**config.mk**
```make
export PLATFORM = sky130hd
export DESIGN_NAME = useq_ctrl
export DESIGN_NICKNAME = d
export VERILOG_FILES = /design/src/rtl/useq_pkg.sv /design/src/rtl/useq_rom.sv /design/src/rtl/useq_dispatch.sv /design/src/rtl/useq_next.sv /design/src/rtl/useq_decode.sv /design/src/rtl/useq_ctrl.sv
export SDC_FILE = /design/constraint.sdc
export NUM_CORES = 1
export LEC_CHECK = 0
export BUFFER_PORTS_ARGS = -buffer_cell sky130_fd_sc_hd__buf_2
export CELL_PAD_IN_SITES_DETAIL_PLACEMENT = 1
export CELL_PAD_IN_SITES_GLOBAL_PLACEMENT = 1
export CORE_MARGIN = 3
export CORE_UTILIZATION = 40
export DETAILED_ROUTE_END_ITERATION = 8
export HOLD_SLACK_MARGIN = 0.06
export PLACE_DENSITY_LB_ADDON = 0.1
export SETUP_SLACK_MARGIN = 0.5
export SYNTH_ARGS = -nofsm -noshare
export SYNTH_HDL_FRONTEND = slang
export SYNTH_SLANG_ARGS = --single-unit
```
**constraint.sdc**
```tcl
create_clock -name clk -period 4.3 [get_ports clk]
set_clock_uncertainty 0.1 [all_clocks]
set_input_delay 0.43 -clock clk [delete_from_list [all_inputs] [get_ports clk]]
set_output_delay 0.43 -clock clk [all_outputs]
set_load 0.03 [all_outputs]
```
**src/rtl/useq_pkg.sv**
```systemverilog
package useq_pkg;

  // Field encodings of one microword
  typedef enum logic [1:0] {ALU_ADD = 2'd0, ALU_SUB = 2'd1, ALU_FUNC = 2'd2, ALU_RSV = 2'd3} alu_f_e;
  typedef enum logic       {S1_PC = 1'b0, S1_REGA = 1'b1} src1_f_e;
  typedef enum logic [1:0] {S2_REGB = 2'd0, S2_FOUR = 2'd1, S2_EXT = 2'd2, S2_EXTSH = 2'd3} src2_f_e;
  typedef enum logic [1:0] {RG_NONE = 2'd0, RG_READ = 2'd1, RG_WR_ALU = 2'd2, RG_WR_MDR = 2'd3} reg_f_e;
  typedef enum logic [1:0] {MM_NONE = 2'd0, MM_RD_PC = 2'd1, MM_RD_ALU = 2'd2, MM_WR_ALU = 2'd3} mem_f_e;
  typedef enum logic [1:0] {PW_NONE = 2'd0, PW_ALU = 2'd1, PW_COND = 2'd2, PW_JUMP = 2'd3} pcw_f_e;
  typedef enum logic [1:0] {SQ_NEXT = 2'd0, SQ_FETCH = 2'd1, SQ_DISP1 = 2'd2, SQ_DISP2 = 2'd3} seq_f_e;

  typedef struct packed {
    alu_f_e  alu;
    src1_f_e s1;
    src2_f_e s2;
    reg_f_e  rg;
    mem_f_e  mm;
    pcw_f_e  pw;
    seq_f_e  sq;
  } uword_t;

  // Decoded datapath control lines
  typedef struct packed {
    logic       pc_load;
    logic       pc_load_br;
    logic [1:0] pc_next_sel;
    logic       mem_addr_sel;
    logic       mem_re;
    logic       mem_we;
    logic       ir_load;
    logic       wb_from_mem;
    logic       rf_we;
    logic       wb_dst_rd;
    logic       opnd_a_sel;
    logic [1:0] opnd_b_sel;
    logic [1:0] alu_mode;
  } ctrl_t;

  // Microprogram labels (addresses); order fixes the sequential steps
  localparam int LBL_FETCH  = 0;
  localparam int LBL_DECODE = 1;
  localparam int LBL_MEM1   = 2;
  localparam int LBL_LD2    = 3;
  localparam int LBL_LDWB   = 4;
  localparam int LBL_ST2    = 5;
  localparam int LBL_RR1    = 6;
  localparam int LBL_RRWB   = 7;
  localparam int LBL_BR1    = 8;
  localparam int LBL_JMP1   = 9;
  localparam int LBL_COUNT  = 10;

  // Opcodes understood by the dispatch tables
  localparam logic [5:0] OPC_RR  = 6'b000000;
  localparam logic [5:0] OPC_LD  = 6'b100011;
  localparam logic [5:0] OPC_ST  = 6'b101011;
  localparam logic [5:0] OPC_BR  = 6'b000100;
  localparam logic [5:0] OPC_JMP = 6'b000010;

  // Content of the control store at a given address
  function automatic uword_t ucode_word(input int addr);
    uword_t w;
    w = '0;
    w.sq = SQ_FETCH;
    case (addr)
      LBL_FETCH: begin
        w.s2 = S2_FOUR; w.mm = MM_RD_PC; w.pw = PW_ALU; w.sq = SQ_NEXT;
      end
      LBL_DECODE: begin
        w.s2 = S2_EXTSH; w.rg = RG_READ; w.sq = SQ_DISP1;
      end
      LBL_MEM1: begin
        w.s1 = S1_REGA; w.s2 = S2_EXT; w.sq = SQ_DISP2;
      end
      LBL_LD2: begin
        w.mm = MM_RD_ALU; w.sq = SQ_NEXT;
      end
      LBL_LDWB:  w.rg = RG_WR_MDR;
      LBL_ST2:   w.mm = MM_WR_ALU;
      LBL_RR1: begin
        w.alu = ALU_FUNC; w.s1 = S1_REGA; w.s2 = S2_REGB; w.sq = SQ_NEXT;
      end
      LBL_RRWB:  w.rg = RG_WR_ALU;
      LBL_BR1: begin
        w.alu = ALU_SUB; w.s1 = S1_REGA; w.s2 = S2_REGB; w.pw = PW_COND;
      end
      LBL_JMP1:  w.pw = PW_JUMP;
      default:   w.sq = SQ_FETCH;
    endcase
    return w;
  endfunction

  // Dispatch after decode; unlisted opcodes fall back to fetch
  function automatic int disp1_label(input int op);
    if (op == int'(OPC_LD) || op == int'(OPC_ST)) return LBL_MEM1;
    if (op == int'(OPC_RR))  return LBL_RR1;
    if (op == int'(OPC_BR))  return LBL_BR1;
    if (op == int'(OPC_JMP)) return LBL_JMP1;
    return LBL_FETCH;
  endfunction

  // Dispatch after address computation
  function automatic int disp2_label(input int op);
    if (op == int'(OPC_LD)) return LBL_LD2;
    if (op == int'(OPC_ST)) return LBL_ST2;
    return LBL_FETCH;
  endfunction

endpackage

```
**src/rtl/useq_rom.sv**
```systemverilog
module useq_rom
  import useq_pkg::*;
#(
  parameter int UPC_W = 4
) (
  input  logic             clk,
  input  logic [UPC_W-1:0] rd_addr,
  output uword_t           rd_word
);
  localparam int DEPTH = 1 << UPC_W;

  uword_t store [DEPTH];

  initial begin
    for (int i = 0; i < DEPTH; i++) store[i] = ucode_word(i);
  end

  // Registered read: the output register holds the current microword
  always_ff @(posedge clk) begin
    rd_word <= store[rd_addr];
  end
endmodule

```
**src/rtl/useq_dispatch.sv**
```systemverilog
module useq_dispatch
  import useq_pkg::*;
#(
  parameter int OPC_W     = 6,
  parameter int UPC_W     = 4,
  parameter int TABLE_SEL = 1
) (
  input  logic [OPC_W-1:0] opcode,
  output logic [UPC_W-1:0] target
);
  localparam int ENTRIES = 1 << OPC_W;

  logic [UPC_W-1:0] table_q [ENTRIES];

  for (genvar i = 0; i < ENTRIES; i++) begin : g_ent
    localparam int LBL = (TABLE_SEL == 1) ? disp1_label(i) : disp2_label(i);
    assign table_q[i] = UPC_W'(LBL);
  end

  assign target = table_q[opcode];
endmodule

```
**src/rtl/useq_next.sv**
```systemverilog
module useq_next
  import useq_pkg::*;
#(
  parameter int UPC_W = 4
) (
  input  logic             rst,
  input  seq_f_e           seq,
  input  logic [UPC_W-1:0] upc,
  input  logic [UPC_W-1:0] disp1_tgt,
  input  logic [UPC_W-1:0] disp2_tgt,
  output logic [UPC_W-1:0] nxt
);
  always_comb begin
    if (rst) begin
      nxt = '0;
    end else begin
      case (seq)
        SQ_NEXT:  nxt = upc + UPC_W'(1);
        SQ_DISP1: nxt = disp1_tgt;
        SQ_DISP2: nxt = disp2_tgt;
        default:  nxt = '0;
      endcase
    end
  end
endmodule

```
**src/rtl/useq_decode.sv**
```systemverilog
module useq_decode
  import useq_pkg::*;
(
  input  uword_t uw,
  output ctrl_t  ctl
);
  always_comb begin
    ctl              = '0;
    ctl.alu_mode     = uw.alu;
    ctl.opnd_a_sel   = uw.s1;
    ctl.opnd_b_sel   = uw.s2;
    ctl.rf_we        = (uw.rg == RG_WR_ALU) || (uw.rg == RG_WR_MDR);
    ctl.wb_from_mem  = (uw.rg == RG_WR_MDR);
    ctl.wb_dst_rd    = (uw.rg == RG_WR_ALU);
    ctl.mem_re       = (uw.mm == MM_RD_PC) || (uw.mm == MM_RD_ALU);
    ctl.mem_we       = (uw.mm == MM_WR_ALU);
    ctl.ir_load      = (uw.mm == MM_RD_PC);
    ctl.mem_addr_sel = (uw.mm == MM_RD_ALU) || (uw.mm == MM_WR_ALU);
    ctl.pc_load      = (uw.pw == PW_ALU) || (uw.pw == PW_JUMP);
    ctl.pc_load_br   = (uw.pw == PW_COND);
    case (uw.pw)
      PW_COND: ctl.pc_next_sel = 2'b01;
      PW_JUMP: ctl.pc_next_sel = 2'b10;
      default: ctl.pc_next_sel = 2'b00;
    endcase
  end
endmodule

```
**src/rtl/useq_ctrl.sv**
```systemverilog
module useq_ctrl
  import useq_pkg::*;
#(
  parameter int OPC_W = 6,
  parameter int UPC_W = 4
) (
  input  logic             clk,
  input  logic             rst,
  input  logic [OPC_W-1:0] opcode_i,
  output logic [UPC_W-1:0] upc_o,
  output logic             pc_load_o,
  output logic             pc_load_br_o,
  output logic [1:0]       pc_next_sel_o,
  output logic             mem_addr_sel_o,
  output logic             mem_re_o,
  output logic             mem_we_o,
  output logic             ir_load_o,
  output logic             wb_from_mem_o,
  output logic             rf_we_o,
  output logic             wb_dst_rd_o,
  output logic             opnd_a_sel_o,
  output logic [1:0]       opnd_b_sel_o,
  output logic [1:0]       alu_mode_o
);
  logic [UPC_W-1:0] upc_q;
  logic [UPC_W-1:0] nxt;
  logic [UPC_W-1:0] d1_tgt;
  logic [UPC_W-1:0] d2_tgt;
  uword_t           uw_q;
  ctrl_t            ctl;

  useq_dispatch #(.OPC_W(OPC_W), .UPC_W(UPC_W), .TABLE_SEL(1)) u_disp1 (
    .opcode (opcode_i),
    .target (d1_tgt)
  );

  useq_dispatch #(.OPC_W(OPC_W), .UPC_W(UPC_W), .TABLE_SEL(2)) u_disp2 (
    .opcode (opcode_i),
    .target (d2_tgt)
  );

  useq_next #(.UPC_W(UPC_W)) u_next (
    .rst       (rst),
    .seq       (uw_q.sq),
    .upc       (upc_q),
    .disp1_tgt (d1_tgt),
    .disp2_tgt (d2_tgt),
    .nxt       (nxt)
  );

  useq_rom #(.UPC_W(UPC_W)) u_rom (
    .clk     (clk),
    .rd_addr (nxt),
    .rd_word (uw_q)
  );

  // Micro-PC tracks the address whose word sits in the ROM output register
  always_ff @(posedge clk) begin
    if (rst) upc_q <= '0;
    else     upc_q <= nxt;
  end

  useq_decode u_dec (
    .uw  (uw_q),
    .ctl (ctl)
  );

  assign upc_o          = upc_q;
  assign pc_load_o      = ctl.pc_load;
  assign pc_load_br_o   = ctl.pc_load_br;
  assign pc_next_sel_o  = ctl.pc_next_sel;
  assign mem_addr_sel_o = ctl.mem_addr_sel;
  assign mem_re_o       = ctl.mem_re;
  assign mem_we_o       = ctl.mem_we;
  assign ir_load_o      = ctl.ir_load;
  assign wb_from_mem_o  = ctl.wb_from_mem;
  assign rf_we_o        = ctl.rf_we;
  assign wb_dst_rd_o    = ctl.wb_dst_rd;
  assign opnd_a_sel_o   = ctl.opnd_a_sel;
  assign opnd_b_sel_o   = ctl.opnd_b_sel;
  assign alu_mode_o     = ctl.alu_mode;

  AST_FETCH_THEN_DECODE: assert property (@(posedge clk) disable iff (rst)
    (upc_q == '0) |=> (upc_q == UPC_W'(LBL_DECODE)));
  AST_DISP1_LEGAL: assert property (@(posedge clk) disable iff (rst)
    (upc_q == UPC_W'(LBL_DECODE)) |=> (upc_q == '0 || upc_q == UPC_W'(LBL_MEM1) ||
      upc_q == UPC_W'(LBL_RR1) || upc_q == UPC_W'(LBL_BR1) || upc_q == UPC_W'(LBL_JMP1)));
  AST_DISP2_LEGAL: assert property (@(posedge clk) disable iff (rst)
    (upc_q == UPC_W'(LBL_MEM1)) |=> (upc_q == '0 || upc_q == UPC_W'(LBL_LD2) ||
      upc_q == UPC_W'(LBL_ST2)));
  AST_LOAD_WRITEBACK: assert property (@(posedge clk) disable iff (rst)
    (upc_q == UPC_W'(LBL_LD2)) |=> (rf_we_o && wb_from_mem_o));
  AST_WRITE_ENDS_INSTR: assert property (@(posedge clk) disable iff (rst)
    (rf_we_o || mem_we_o || pc_load_br_o) |=> (upc_q == '0));
  AST_UPC_RANGE: assert property (@(posedge clk) disable iff (rst)
    (upc_q < UPC_W'(LBL_COUNT)));
endmodule

```
Word level (Yosys, flattened, before mapping)
Memory sizes are Yosys's and may differ from the RTL's. A register that Yosys moved wholly into a read port is not among the register bits.
Cells that the tools add are included.

cells by class
  add/sub/neg operators = 1
  multipliers = 0
  divide/modulo/power cells = 0
  magnitude comparators = 1
  eq/ne operators = 10
  shift-type cells = 0
  muxes and demuxes = 7
  bitwise logic cells = 1
  reduce and logical (&&, ||, !) cells = 5

operator list
  kind                                                      number
  two-way mux 4 bit                                         5
  == test 2 bit, second input constant                      8
  case mux 4 bit (3 select lines)                           1
  greater-or-equal comparator 7 bit, second input constant  1
  NOT 6 -> 7 bit                                            1
  adder 4 x 1 -> 4 bit, second input constant               1
  == test 2 x 1 -> 1 bit, second input constant             2
  logical OR 1 bit                                          4
  case mux 2 bit (2 select lines)                           1
  logical NOT 2 bit                                         1

word-level totals
  flip-flop bits (word level) = 4
  bits in latches = 0
  RAM bits = 0
  ROM bits = 720
  bits of input ports = 8
  output and inout port bits = 20
  logic and storage cells = 29
  memories = 3

memories
  memory            depth  width  rd ports  clocked after Yosys merged registers in  write ports  RTL line             RTL
  (name not given)  64     4      1         0                                        0            useq_dispatch.sv:20  assign target = table_q[opcode];
  (name not given)  64     4      1         0                                        0            useq_dispatch.sv:20
  u_rom.store       16     13     1         1                                        0            useq_rom.sv:12       uword_t store [DEPTH];

Longest topological paths before layout
Gate-level depths: netlist of the first run.

  word-level depth = 6
  depth in mapped cells = 8
  mapped depth without buffers = 7

By module
Synthesis of the first run repeated with hierarchy kept, for this count alone.

unflattened totals
  cells, all modules = 107
  area, all modules = 1021.0 sq um

modules (own cells, without submodules)
  module                    instances  cells an instance  area each (sq um)  sequential area each (sq um)
  useq_rom                  1          42                 480.5              240.2
  useq_next                 1          23                 168.9              0.0
  useq_decode               1          19                 136.4              0.0
  useq_ctrl                 1          8                  105.1              80.1
  useq_dispatch at u_disp2  1          7                  67.6               0.0
  useq_dispatch at u_disp1  1          8                  62.6               0.0

Worst setup path before layout of the first run
OpenSTA, ideal clock, no wires.

  path type = input -> register
  from = in opcode_i[0]
  to = reg, netlist name u_rom.rd_word[0]
  library setup time = 0.122 ns
  arrival time = 1.929 ns
  data required time = 4.078 ns
  path slack = 2.148 ns
  stages = 7
  path buffers = 0
  cells stage by stage = or4_4 > nor3_1 > nand2_1 > a31o_2 > ha_1 > nor3_1 > mux2i_1

on the way
  word-level cells in the longest chain between the ends = 6
  elaborated cells between the ends (all ways) = 9
  those cells by class = 6 x mux; 1 x bitwise; 2 x memory

RTL lines
  element                                               RTL line             RTL
  from (decl)                                           useq_ctrl.sv:9       input logic [OPC_W-1:0] opcode_i,
  NOT 6 -> 7 bit (not written as such) *                useq_dispatch.sv:20
  memory read (64 x 4 bit)                              n/a
  two-way mux 4 bit (not written as such) (2 in a row)  useq_dispatch.sv:20
  case mux 4 bit (3 select lines) *                     useq_next.sv:17      case (seq)
  two-way mux 4 bit *                                   useq_next.sv:14      if (rst) begin

Mark *: on every way between the ends. The rest lies on a longest branch, timed or not. The select of a mux whose other input is x is not followed.
A chain may end at the register's enable or synchronous reset.

==> results of run 1 <==
-- sequential cells by signal, indices dropped and copies added, names as in the netlist --
signal         count
upc_o              4
u_rom.rd_word     12
-- layout make-up --
type                    count  area [um2]  area share
clock buffers               4       36.28     0.03372
inverters                   7       26.28     0.02442
multi-input cells          67       524.3      0.4872
flip-flops and latches     16       320.3      0.2977
well taps                  27       33.78     0.03140
repair buffers             27       135.1      0.1256
-- worst paths after layout --
path | to | slack (ns) | cells after the start
worst min-delay path | upc_o[0]$_SDFF_PP0_ | 0.33 | 2
worst max-delay path | u_rom.rd_word[0]$_SDFF_PP1_ | 1.96 | 7
worst max register to register | u_rom.rd_word[0]$_SDFF_PP1_ | 1.96 | 7
worst min register to register | upc_o[0]$_SDFF_PP0_ | 0.57 | 2
-- metal layers --
layer / wire [um] / global-route usage
met3: 118 / 0.02452
met2: 991 / 0.2749
met4: 19 / 0.06224
met1: 943 / 0.2096
met5: 0 / 0
-- through the flow --
| step | total power (W) | area (um2) | worst slack [ns] | hold WS [ns] | instances |
|---|---|---|---|---|---|
| final | 0.0006377 | 1076 | 1.964 | 0.3291 | 148 |
| after global routing | 0.0006920 | 1076 | 1.781 | 0.3385 | 148 |
| after CTS | 0.0006483 | 1076 | 1.954 | 0.3248 | 148 |
| after detailed placement | 0.0005464 | 1040 | 1.871 | 0.5546 | 144 |
| after global placement | 0.0005371 | 1040 | 1.903 | 0.5336 | 144 |
| after floorplan | 0.0004845 | 938.4 | 2.148 | 0.5165 | 100 |
-- where the power goes --
group	switching (W)	internal [W]	total [W]
Sequential	0.0000419	0.000190	0.000232
Clock	0.0000470	0.0000515	0.0000985
Combinational	0.000197	0.000110	0.000307
Total	0.000286	0.000352	0.000638
-- synthesized netlist by cell type (all sizes together) --
cell type,count
dfxtp,16
ha,9
inv,7
buf,6
nor3,6
mux2i,5
and3,4
clkbuf,4
nand3,4
nor2,4
nor4,4
and2,3
nand2,3
o31a,3
a21oi,2
a31oi,2
nor2b,2
o21ai,2
o31ai,2
or4,2
xnor2,2
a211oi,1
a31o,1
mux2,1
nand2b,1
nor4b,1
o2bb2ai,1
or2,1
or3,1
-- cells by family after synthesis --
logic type               Yosys count
adder cells (fa/ha/maj)            9
AO/OA/AOI/OAI                     14
multiplexers                       6
flip-flops                        16
XOR/XNOR                           2
buffers and inverters             17
AND/OR/NAND/NOR                   36
-- cell usage in the layout (no fill, tap or decap), types with 4 or more instances in the layout --
master and count:
buf_2 27, dfxtp_1 16, ha_1 9, nor3_1 6, inv_1 6, mux2i_1 5, nand3_1 4, nor2_1 4
==> key figures, run 1 <==
Synthesis
  – Mean post-synth cell area: 9.384 um2
  – Post-Synth Adder-Cell Area: 0.1200
  – Yosys warning total: 0
  – Post-synth cell types: 35
  – Gate count of the mapped netlist: 100
  – #FFs+latches synth: 16
  – Synth Area in XOR/XNOR: 0.01867
  – Mapped Nets: 117
  – Mux contribution to synthesized area: 0.06533
  – Largest family of logic cells by synthesized area: simple AND/OR/NAND/NOR gates
  – Sequential element share of the synthesized area: 0.3413
  – Synthesized area: 938.4 um2
  – Post-synth top area cell: dfxtp_1
  – Top cell type's share of synthesized area: 0.3413
  – Synth area leaders: dfxtp_1 (34%), ha_1 (12%), mux2i_1 (5.3%)
  – Post-Synth Simple-Gate Area: 0.2440
  – Compound-Gate Fraction of Synth Area: 0.1107

Timing
  – Tmin final: ~2.3 ns
  – Post-route setup TNS: 0 ns
  – Post-route clock period utilization: 0.5433
  – Fmax: 428.1 MHz
  – RSZ-0062 raised after global routing: false
  – # setup viols final: 0
  – Final slew viol count: 0
  – Measured slew at the worst slew-check pin: 0.6142 ns
  – Slew headroom: 0.5868
  – Hold Violations, Final: 0

GRT
  – Antenna violations before repair: 0
  – Pin count of the biggest net entering global routing: 11
  – Gr ovfl total: 0
  – Number of global-route vias before repair: 764
  – First-pass GRT wire length: 3450 um
  – Total GRT Usage: 0.1638

Final layout
  – P&R area growth vs syn: 14.67%
  – Nets: 139
  – Number of fillers in the final layout: 258
  – Final core utilization: 0.5168
  – Ant diodes: 0
  – Ratio of cells with drive above 1 in the final layout: 0.3388

Routing
  – Via Count: 800
  – DR iter-0 viols: 7
  – Drt drc: 0
  – Via/cell ratio: 5.405
  – Antenna-violating nets left: 0
  – DR pass1 iterations: 4
  – Wire per inst: ~14 um
  – Final WL: 2073 um

Clocking
  – Root buffer cell: clkbuf_4
  – Clock Latency Late Sink: 0.28 ns
  – TritonCTS Sinks: 16
  – Cts hold-fix bufs: 0
  – # resized after CTS: 0
  – Clock-pin slew on the worst setup and hold paths: 0.10 ns
  – Total CTS buffers: 3
  – Post-CTS setup buffer count: 0
  – CTS tree: yes
  – Bufs on Longest Clock Path: 2
  – H-tree depth: 1

Power
  – PwrDens: roughly 600 nW/um2
  – VDD IR max: approximately 0.00032 V
  – Leak: approximately 0.53 nW

Worst hold path
  – Hold Crit Class: primary input to flip-flop
  – Hold Path Origin: rst

Setup path
  – Crit path launch type: flip-flop
  – CP max-delay cell: dfxtp_1
  – Most frequent CP cell: nor3_1
  – Reg-to-Reg Start: u_rom.rd_word[9]$_SDFF_PP0_
  – Buf+Inv Stages, Crit Path: 0
  – Max incr delay on CP: around 0.53 ns
  – Critical Path End Type: flip-flop
  – Top delay family on crit path: simple AND/OR/NAND/NOR gates
  – WP data arrival: 2.41 ns
  – Crit-path cells: nand2b_1 > nor3_1 > nand2_1 > a31o_2 > ha_1 > nor3_1 > mux2i_1
  – WP data required: 4.38 ns
  – Critical path type: flip-flop to flip-flop
  – Max FO, Critical Path: 9
  – Beginning of the critical path: u_rom.rd_word[9]$_SDFF_PP0_

Floorplan
  – # rows: 16
  – Core ar.: around 2100 um2
  – I/O pins: 28
  – DIE HEIGHT: 54.44 um
  – Initial Util: 0.4507
  – Die X: roughly 54 um
  – Die footprint: 2963 um2

Placed design
  – RD Place Congestion: roughly 0.83
  – PortBufs: 27
  – HPWL Detailed: 1767 um

Flow run
  – Max-cap check violation count: 0

Run status
  – Status: finished, final reports clean
(Power assumes the default switching activity.)
==> run 2: changes to the inputs <==
--- a/config.mk
+++ b/config.mk
@@ -9,7 +9,7 @@
 export CELL_PAD_IN_SITES_DETAIL_PLACEMENT = 1
 export CELL_PAD_IN_SITES_GLOBAL_PLACEMENT = 1
 export CORE_MARGIN = 3
-export CORE_UTILIZATION = 40
+export CORE_UTILIZATION = 33
 export DETAILED_ROUTE_END_ITERATION = 8
 export HOLD_SLACK_MARGIN = 0.06
 export PLACE_DENSITY_LB_ADDON = 0.1
==> constraint.sdc (replaced) <==
create_clock -name clk -period 1.9 [get_ports clk]
set_clock_uncertainty 0.1 [all_clocks]
set_input_delay 0.19 -clock clk [delete_from_list [all_inputs] [get_ports clk]]
set_output_delay 0.19 -clock clk [all_outputs]
set_load 0.03 [all_outputs]
==> key figures, run 2 (synthesized netlist as in run 1, its figures left out) <==
Setup path
  – Crit path launch type: flip-flop
  – Most frequent CP cell: nor3_4
  – Max incr delay on CP: 0.47 ns (-0.06 ns)
  – Max FO, Critical Path: 4 (-5)
  – R2r worst-path depth: 7 (unchanged)
  – CP max-delay cell: or4_4
  – R2R setup slack: -0.1 ns (-2.06 ns)
  – WP data required: 1.98 ns (-2.40 ns)
  – Crit-path cells: or4_4 > nor3_4 > nand2_2 > a31o_4 > ha_4 > nor3_4 > mux2i_1
  – WP data arrival: 2.08 ns (-0.33 ns)
  – Reg-to-Reg End: u_rom.rd_word[0]$_SDFF_PP1_
  – Critical Path End Type: flip-flop
  – Reg-to-Reg Start: u_rom.rd_word[0]$_SDFF_PP1_
  – Critical path type: flip-flop to flip-flop

Power
  – VDD IR max: 0.0008508 V (+170%)
  – Clock power frac: 0.120 (-0.034)
  – Switch Pwr: 0.0008185 W (+190%)
  – PwrDens: 1318 nW/um2 (+120%)
  – Internal power: 0.001029 W (+190%)
  – Share of power burned in registers: 0.286 (-0.078)
  – Sw Share: 0.4431 (-0.005200)
  – Combinational share of power: 0.594 (+0.112)
  – Leak: 0.6251 nW (+19%)

Floorplan
  – DIE HEIGHT: 59.33 um (+9.0%)
  – Die footprint: 3519 um2 (+19%)
  – Die X: 59.33 um (+9.0%)
  – Core ar.: 2590 um2 (+24%)
  – Initial Util: 0.3623 (-0.08840)
  – I/O pins: 28 (unchanged)
  – # rows: 18 (+2)

Routing
  – Via Count: 856 (+7.0%)
  – Drt drc: 0 (unchanged)
  – DR pass1 iterations: 4 (unchanged)
  – Wire per inst: 16.43 um (+17%)
  – Via/cell ratio: 5.188 (-4.0%)
  – DR iter-0 viols: 20 (+13)
  – Final WL: 2711 um (+31%)
  – Antenna-violating nets left: 0 (unchanged)

Final layout
  – Finished Layout Cells: 165 (+11%)
  – Multi-input gate area: 708.2 um2 (+35%)
  – Seq. cell area: 332.8 um2 (+3.9%)
  – Nets: 153 (+10%)
  – Ant diodes: 0 (unchanged)
  – Final core utilization: 0.5411 (+0.02424)
  – Number of fillers in the final layout: 300 (+16%)
  – Fin area: 1401 um2 (+30%)
  – Commonest non-fill, non-tap cell in the layout: buf_2
  – P&R area growth vs syn: 49.33%
  – Max reg flops: 12 (unchanged)
  – Commonest cells after routing, fill and taps aside: buf_2 (25), buf_4 (12), dfxtp_1 (10), mux2i_1 (5)
  – Ratio of cells with drive above 1 in the final layout: 0.6296 (+0.2908)
  – Biggest register: u_rom.rd_word

Timing
  – Measured slew at the worst slew-check pin: 0.5106 ns (-0.1036 ns)
  – Final slew viol count: 0 (unchanged)
  – # setup viols final: 9 (+9)
  – Tmin final: 1.998 ns (-0.3383 ns)
  – Fmax: 500.6 MHz (+17%)
  – Hold Violations, Final: 0 (unchanged)
  – Final worst slack: -0.09768 ns (-2.062 ns)
  – RSZ-0062 raised after global routing: true
  – Post-route clock period utilization: 1.051 (+0.5082)
  – Slew headroom: 0.6499 (+0.06307)

Worst hold path
  – Hold Path Origin: rst
  – Hold Crit Class: primary input to flip-flop
  – Worst Hold Depth: 2 (unchanged)
  – Endpoint, Worst Hold: upc_o[0]$_SDFF_PP0_

Clocking
  – H-tree depth: 1 (unchanged)
  – Root buffer cell: clkbuf_4
  – Clock-pin slew on the worst setup and hold paths: 0.09 ns (about the same)
  – CTS tree: yes
  – Total CTS buffers: 3 (unchanged)
  – Clock Latency Late Sink: 0.29 ns (about the same)
  – TritonCTS Sinks: 16 (unchanged)
  – Bufs on Longest Clock Path: 2 (unchanged)

Placed design
  – Placed cell areas: 1134 um2 (+9.0%)
  – PortBufs: 27 (unchanged)
  – HPWL Detailed: 1864 um (+5.5%)
  – RD Place Congestion: 0.7757 (-7.1%)
  – Post-Place Cells: 157 (+9.0%)
  – Post-Place Setup Slack: -0.1952 ns (-2.066 ns)

GRT
  – Pin count of the biggest net entering global routing: 10 (-1)
  – Total GRT Usage: 0.1541 (-0.009744)
  – First-pass GRT wire length: 4133 um (+20%)
  – Gr ovfl total: 0 (unchanged)
  – Antenna violations before repair: 0 (unchanged)
  – Number of global-route vias before repair: 890 (+16%)

Flow run
  – Max-cap check violation count: 0 (unchanged)

Run status
  – Status: finished, violations left
  – Failing checks: setup timing
==> run 2: cell count changes in the layout (fill, tap and decap cells not counted), sizes merged <==
cell / previous run / this run
buf: 27 / 41
==> run 2: repair_timing <==
item / in CTS / in global routing
resized for setup: 26 / 19
pin swaps: 13 / 8
setup buffers: 2 / 2
gates cloned: 0 / 0
hold buffers: 0 / 0
endpoints found under the setup margin: 18 / 20
==> run 2: worst max path at each step <==
stage | from | to | slack (ns)
2_1_floorplan | u_rom.rd_word[0]$_SDFF_PP1_ | u_rom.rd_word[0]$_SDFF_PP1_ | -0.08
3_3_place_gp | opcode_i[0] | u_rom.rd_word[7]$_SDFF_PP0_ | -0.17
3_5_place_dp | opcode_i[0] | u_rom.rd_word[7]$_SDFF_PP0_ | -0.20
4_1_cts | u_rom.rd_word[0]$_SDFF_PP1_ | u_rom.rd_word[0]$_SDFF_PP1_ | -0.09
5_1_grt | u_rom.rd_word[0]$_SDFF_PP1_ | u_rom.rd_word[0]$_SDFF_PP1_ | -0.17
6_report | u_rom.rd_word[0]$_SDFF_PP1_ | u_rom.rd_word[0]$_SDFF_PP1_ | -0.1
==> run 2: final cells by class <==
cell class,instances,share of cell area
tap,30,0.02679
clock buffer,4,0.02589
inverter,7,0.01875
multi-input combinational,67,0.5054
sequential,16,0.2375
timing repair buffer,41,0.1857
==> run 2: worst max-delay path: cells and delay by family, from the launching register on <==
kind            cells  cell delay [ns]
compound gates      1             0.28
mux                 1             0.08
simple gates        4             0.90
fa+ha+maj           1             0.18
flops               1             0.34
==> run 2: routing by layer <==
metal	track usage	up-vias	part of all wire
met4	0.02589	0	0
li1	-	416	-
met5	0	-	0
met1	0.1923	408	0.41
met2	0.2668	32	0.52
met3	0.04139	0	0.062
==> run 2: power by group through the flow <==
| stage | clock network (W) | registers [W] | logic [W] |
|---|---|---|---|
| floorplan | 0 | 0.000539 | 0.000566 |
| global placement | 0 | 0.000505 | 0.000780 |
| detailed placement | 0 | 0.000509 | 0.000797 |
| CTS | 0.000229 | 0.000510 | 0.000959 |
| global route | 0.000244 | 0.000546 | 0.00118 |
| finish | 0.000221 | 0.000528 | 0.00110 |
==> run 2: stage by stage <==
step | total power, W | TNS, ns | hold WS [ns]
after floorplan | 0.001104 | -0.3054 | 0.2761
after global placement | 0.001285 | -1.000 | 0.3762
after detailed placement | 0.001306 | -1.466 | 0.3890
after CTS | 0.001699 | -0.4634 | 0.1107
after global routing | 0.001970 | -1.448 | 0.1281
final | 0.001847 | -0.4239 | 0.1276
==> run 3: changes to the inputs <==
--- a/config.mk
+++ b/config.mk
@@ -9,7 +9,7 @@
 export CELL_PAD_IN_SITES_DETAIL_PLACEMENT = 1
 export CELL_PAD_IN_SITES_GLOBAL_PLACEMENT = 1
 export CORE_MARGIN = 3
-export CORE_UTILIZATION = 33
+export CORE_UTILIZATION = 37
 export DETAILED_ROUTE_END_ITERATION = 8
 export HOLD_SLACK_MARGIN = 0.06
 export PLACE_DENSITY_LB_ADDON = 0.1
==> constraint.sdc (replaced) <==
create_clock -name clk -period 1.93 [get_ports clk]
set_clock_uncertainty 0.1 [all_clocks]
set_input_delay 0.193 -clock clk [delete_from_list [all_inputs] [get_ports clk]]
set_output_delay 0.193 -clock clk [all_outputs]
set_load 0.03 [all_outputs]
==> key figures, run 3 (synthesized netlist as in run 1, its figures left out) <==
Run status
  – Status: finished, violations left
  – Failing checks: setup timing

Power
  – Switch Pwr: 0.0007654 W (-6.5%)
  – PwrDens: 1263 nW/um2 (-4.2%)
  – Combinational share of power: 0.566 (-0.028)
  – Sw Share: 0.4513 (+0.008258)
  – Share of power burned in registers: 0.299 (+0.013)
  – Leak: 0.6101 nW (-2.4%)
  – Pwr Total: 0.001696 W (-8.2%)
  – VDD IR max: 0.0006668 V (-22%)
  – Internal power: 0.0009306 W (-9.6%)
  – Clock power frac: 0.134 (+0.014)

Setup path
  – Max FO, Critical Path: 4 (unchanged)
  – WP data arrival: 2.16 ns (+0.08 ns)
  – Critical Path End Type: flip-flop
  – Reg-to-Reg End: u_rom.rd_word[0]$_SDFF_PP1_
  – R2r worst-path depth: 6 (-1)
  – WP data required: 2.02 ns (+0.04 ns)
  – R2R setup slack: -0.14 ns (-0.04 ns)
  – Reg-to-Reg Start: u_rom.rd_word[0]$_SDFF_PP1_
  – Crit path launch type: flip-flop
  – Critical path type: flip-flop to flip-flop

Final layout
  – Commonest non-fill, non-tap cell in the layout: buf_2
  – Ant diodes: 0 (unchanged)
  – P&R area growth vs syn: 43.07%
  – Nets: 152 (-0.65%)
  – Commonest cells after routing, fill and taps aside: buf_2 (25), buf_4 (11), dfxtp_1 (11), mux2i_1 (5)
  – Ratio of cells with drive above 1 in the final layout: 0.5821 (-0.04754)
  – Biggest register: u_rom.rd_word
  – Fin area: 1343 um2 (-4.2%)
  – Max reg flops: 12 (unchanged)
  – Finished Layout Cells: 162 (-1.8%)

Flow run
  – Max-cap check violation count: 0 (unchanged)

Placed design
  – Post-Place Cells: 152 (-3.2%)
  – RD Place Congestion: 0.7954 (+2.5%)
  – Post-Place Setup Slack: -0.1523 ns (+0.04290 ns)
  – Placed cell areas: 1109 um2 (-2.2%)
  – PortBufs: 27 (unchanged)
  – HPWL Detailed: 1799 um (-3.5%)

GRT
  – Gr ovfl total: 0 (unchanged)
  – Number of global-route vias before repair: 865 (-2.8%)
  – Total GRT Usage: 0.1559 (+0.001805)
  – Antenna violations before repair: 0 (unchanged)
  – Pin count of the biggest net entering global routing: 10 (unchanged)
  – First-pass GRT wire length: 4002 um (-3.2%)

Worst hold path
  – Endpoint, Worst Hold: upc_o[0]$_SDFF_PP0_
  – Worst Hold Depth: 2 (unchanged)
  – Hold Path Origin: rst
  – Hold Crit Class: primary input to flip-flop

Routing
  – Final WL: 2748 um (+1.4%)
  – Antenna-violating nets left: 0 (unchanged)
  – DR iter-0 viols: 14 (-30%)
  – Wire per inst: 16.96 um (+3.2%)
  – Via Count: 857 (+0.12%)
  – Via/cell ratio: 5.290 (+2.0%)
  – DR pass1 iterations: 4 (unchanged)
  – Drt drc: 0 (unchanged)

Clocking
  – H-tree depth: 1 (unchanged)
  – CTS tree: yes
  – TritonCTS Sinks: 16 (unchanged)
  – Clock-pin slew on the worst setup and hold paths: 0.10 ns (about the same)
  – Clock Latency Late Sink: 0.30 ns (about the same)
  – Total CTS buffers: 3 (unchanged)
  – Bufs on Longest Clock Path: 2 (unchanged)
  – Cts hold-fix bufs: 0 (unchanged)
  – Root buffer cell: clkbuf_4

Timing
  – Post-route setup TNS: -0.6690 ns (-0.2451 ns)
  – Final slew viol count: 0 (unchanged)
  – Measured slew at the worst slew-check pin: 0.5336 ns (+0.02296 ns)
  – # setup viols final: 11 (+2)
  – Final worst slack: -0.1418 ns (-0.04413 ns)
  – Tmin final: 2.072 ns (+0.07413 ns)
  – Hold Violations, Final: 0 (unchanged)
  – Slew headroom: 0.6416 (-0.008307)
  – RSZ-0062 raised after global routing: true
  – Fmax: 482.7 MHz (-3.6%)
  – Post-route clock period utilization: 1.073 (+0.02206)

Floorplan
  – Die footprint: 3176 um2 (-9.7%)
  – Die X: 56.36 um (-5.0%)
  – DIE HEIGHT: 56.36 um (-5.0%)
  – I/O pins: 28 (unchanged)
  – # rows: 17 (-1)
  – Core ar.: 2318 um2 (-10%)
  – Initial Util: 0.4047 (+0.04243)
run 3: critical path, cell delays in order (launching register included):
cell and delay [ns]:
dfxtp_2 0.35, or4_4 0.53, nor4_4 0.28, o31a_1 0.30
ha_1 0.18, and3_4 0.16, mux2i_1 0.07
run 3: per-layer routing:
metal	GRT usage	share of wire	up-vias
met5	0	0	-
met4	0.03051	0.014	0
met3	0.02989	0.035	5
met2	0.2571	0.48	23
met1	0.2114	0.47	411
li1	-	-	418
run 3: worst max path at each step:
| stage | from | to | cells past startpoint |
|---|---|---|---|
| floorplan | u_rom.rd_word[0]$_SDFF_PP1_ | u_rom.rd_word[0]$_SDFF_PP1_ | 7 |
| global placement | opcode_i[0] | u_rom.rd_word[7]$_SDFF_PP0_ | 7 |
| CTS | u_rom.rd_word[0]$_SDFF_PP1_ | u_rom.rd_word[6]$_SDFF_PP0_ | 7 |
| detailed placement | opcode_i[0] | u_rom.rd_word[7]$_SDFF_PP0_ | 7 |
| global route | u_rom.rd_word[0]$_SDFF_PP1_ | u_rom.rd_word[5]$_SDFF_PP0_ | 6 |
| finish | u_rom.rd_word[0]$_SDFF_PP1_ | u_rom.rd_word[0]$_SDFF_PP1_ | 6 |
run 3: layout make-up:
cell class	instances	area (um2)
multi-input combinational	67	660.6
tap	28	35.03
inverter	7	26.28
sequential	16	331.6
timing repair buffer	40	252.7
clock buffer	4	36.28
fill	268	975.9
run 3: metrics by stage:
stage / util / hold slack (ns)
2_1_floorplan: - / 0.2791
3_3_place_gp: 0.4781 / 0.3823
3_5_place_dp: 0.4781 / 0.3848
4_1_cts: 0.5386 / 0.07459
5_1_grt: 0.5791 / 0.09100
6_report: 0.5791 / 0.09900
run 3: timing repair:
| action | CTS | global route |
|---|---|---|
| pin swaps | 5 | 8 |
| endpoints found under the setup margin | 17 | 18 |
| resized for setup | 22 | 14 |
| buffers inserted | 4 | 2 |
run 3: power by group through the flow:
stage / Clock [W] / Sequential, W / Combinational, W
2_1_floorplan: 0 / 0.000530 / 0.000557
3_3_place_gp: 0 / 0.000493 / 0.000769
3_5_place_dp: 0 / 0.000495 / 0.000779
4_1_cts: 0.000230 / 0.000499 / 0.000858
5_1_grt: 0.000255 / 0.000520 / 0.00103
6_report: 0.000228 / 0.000508 / 0.000960
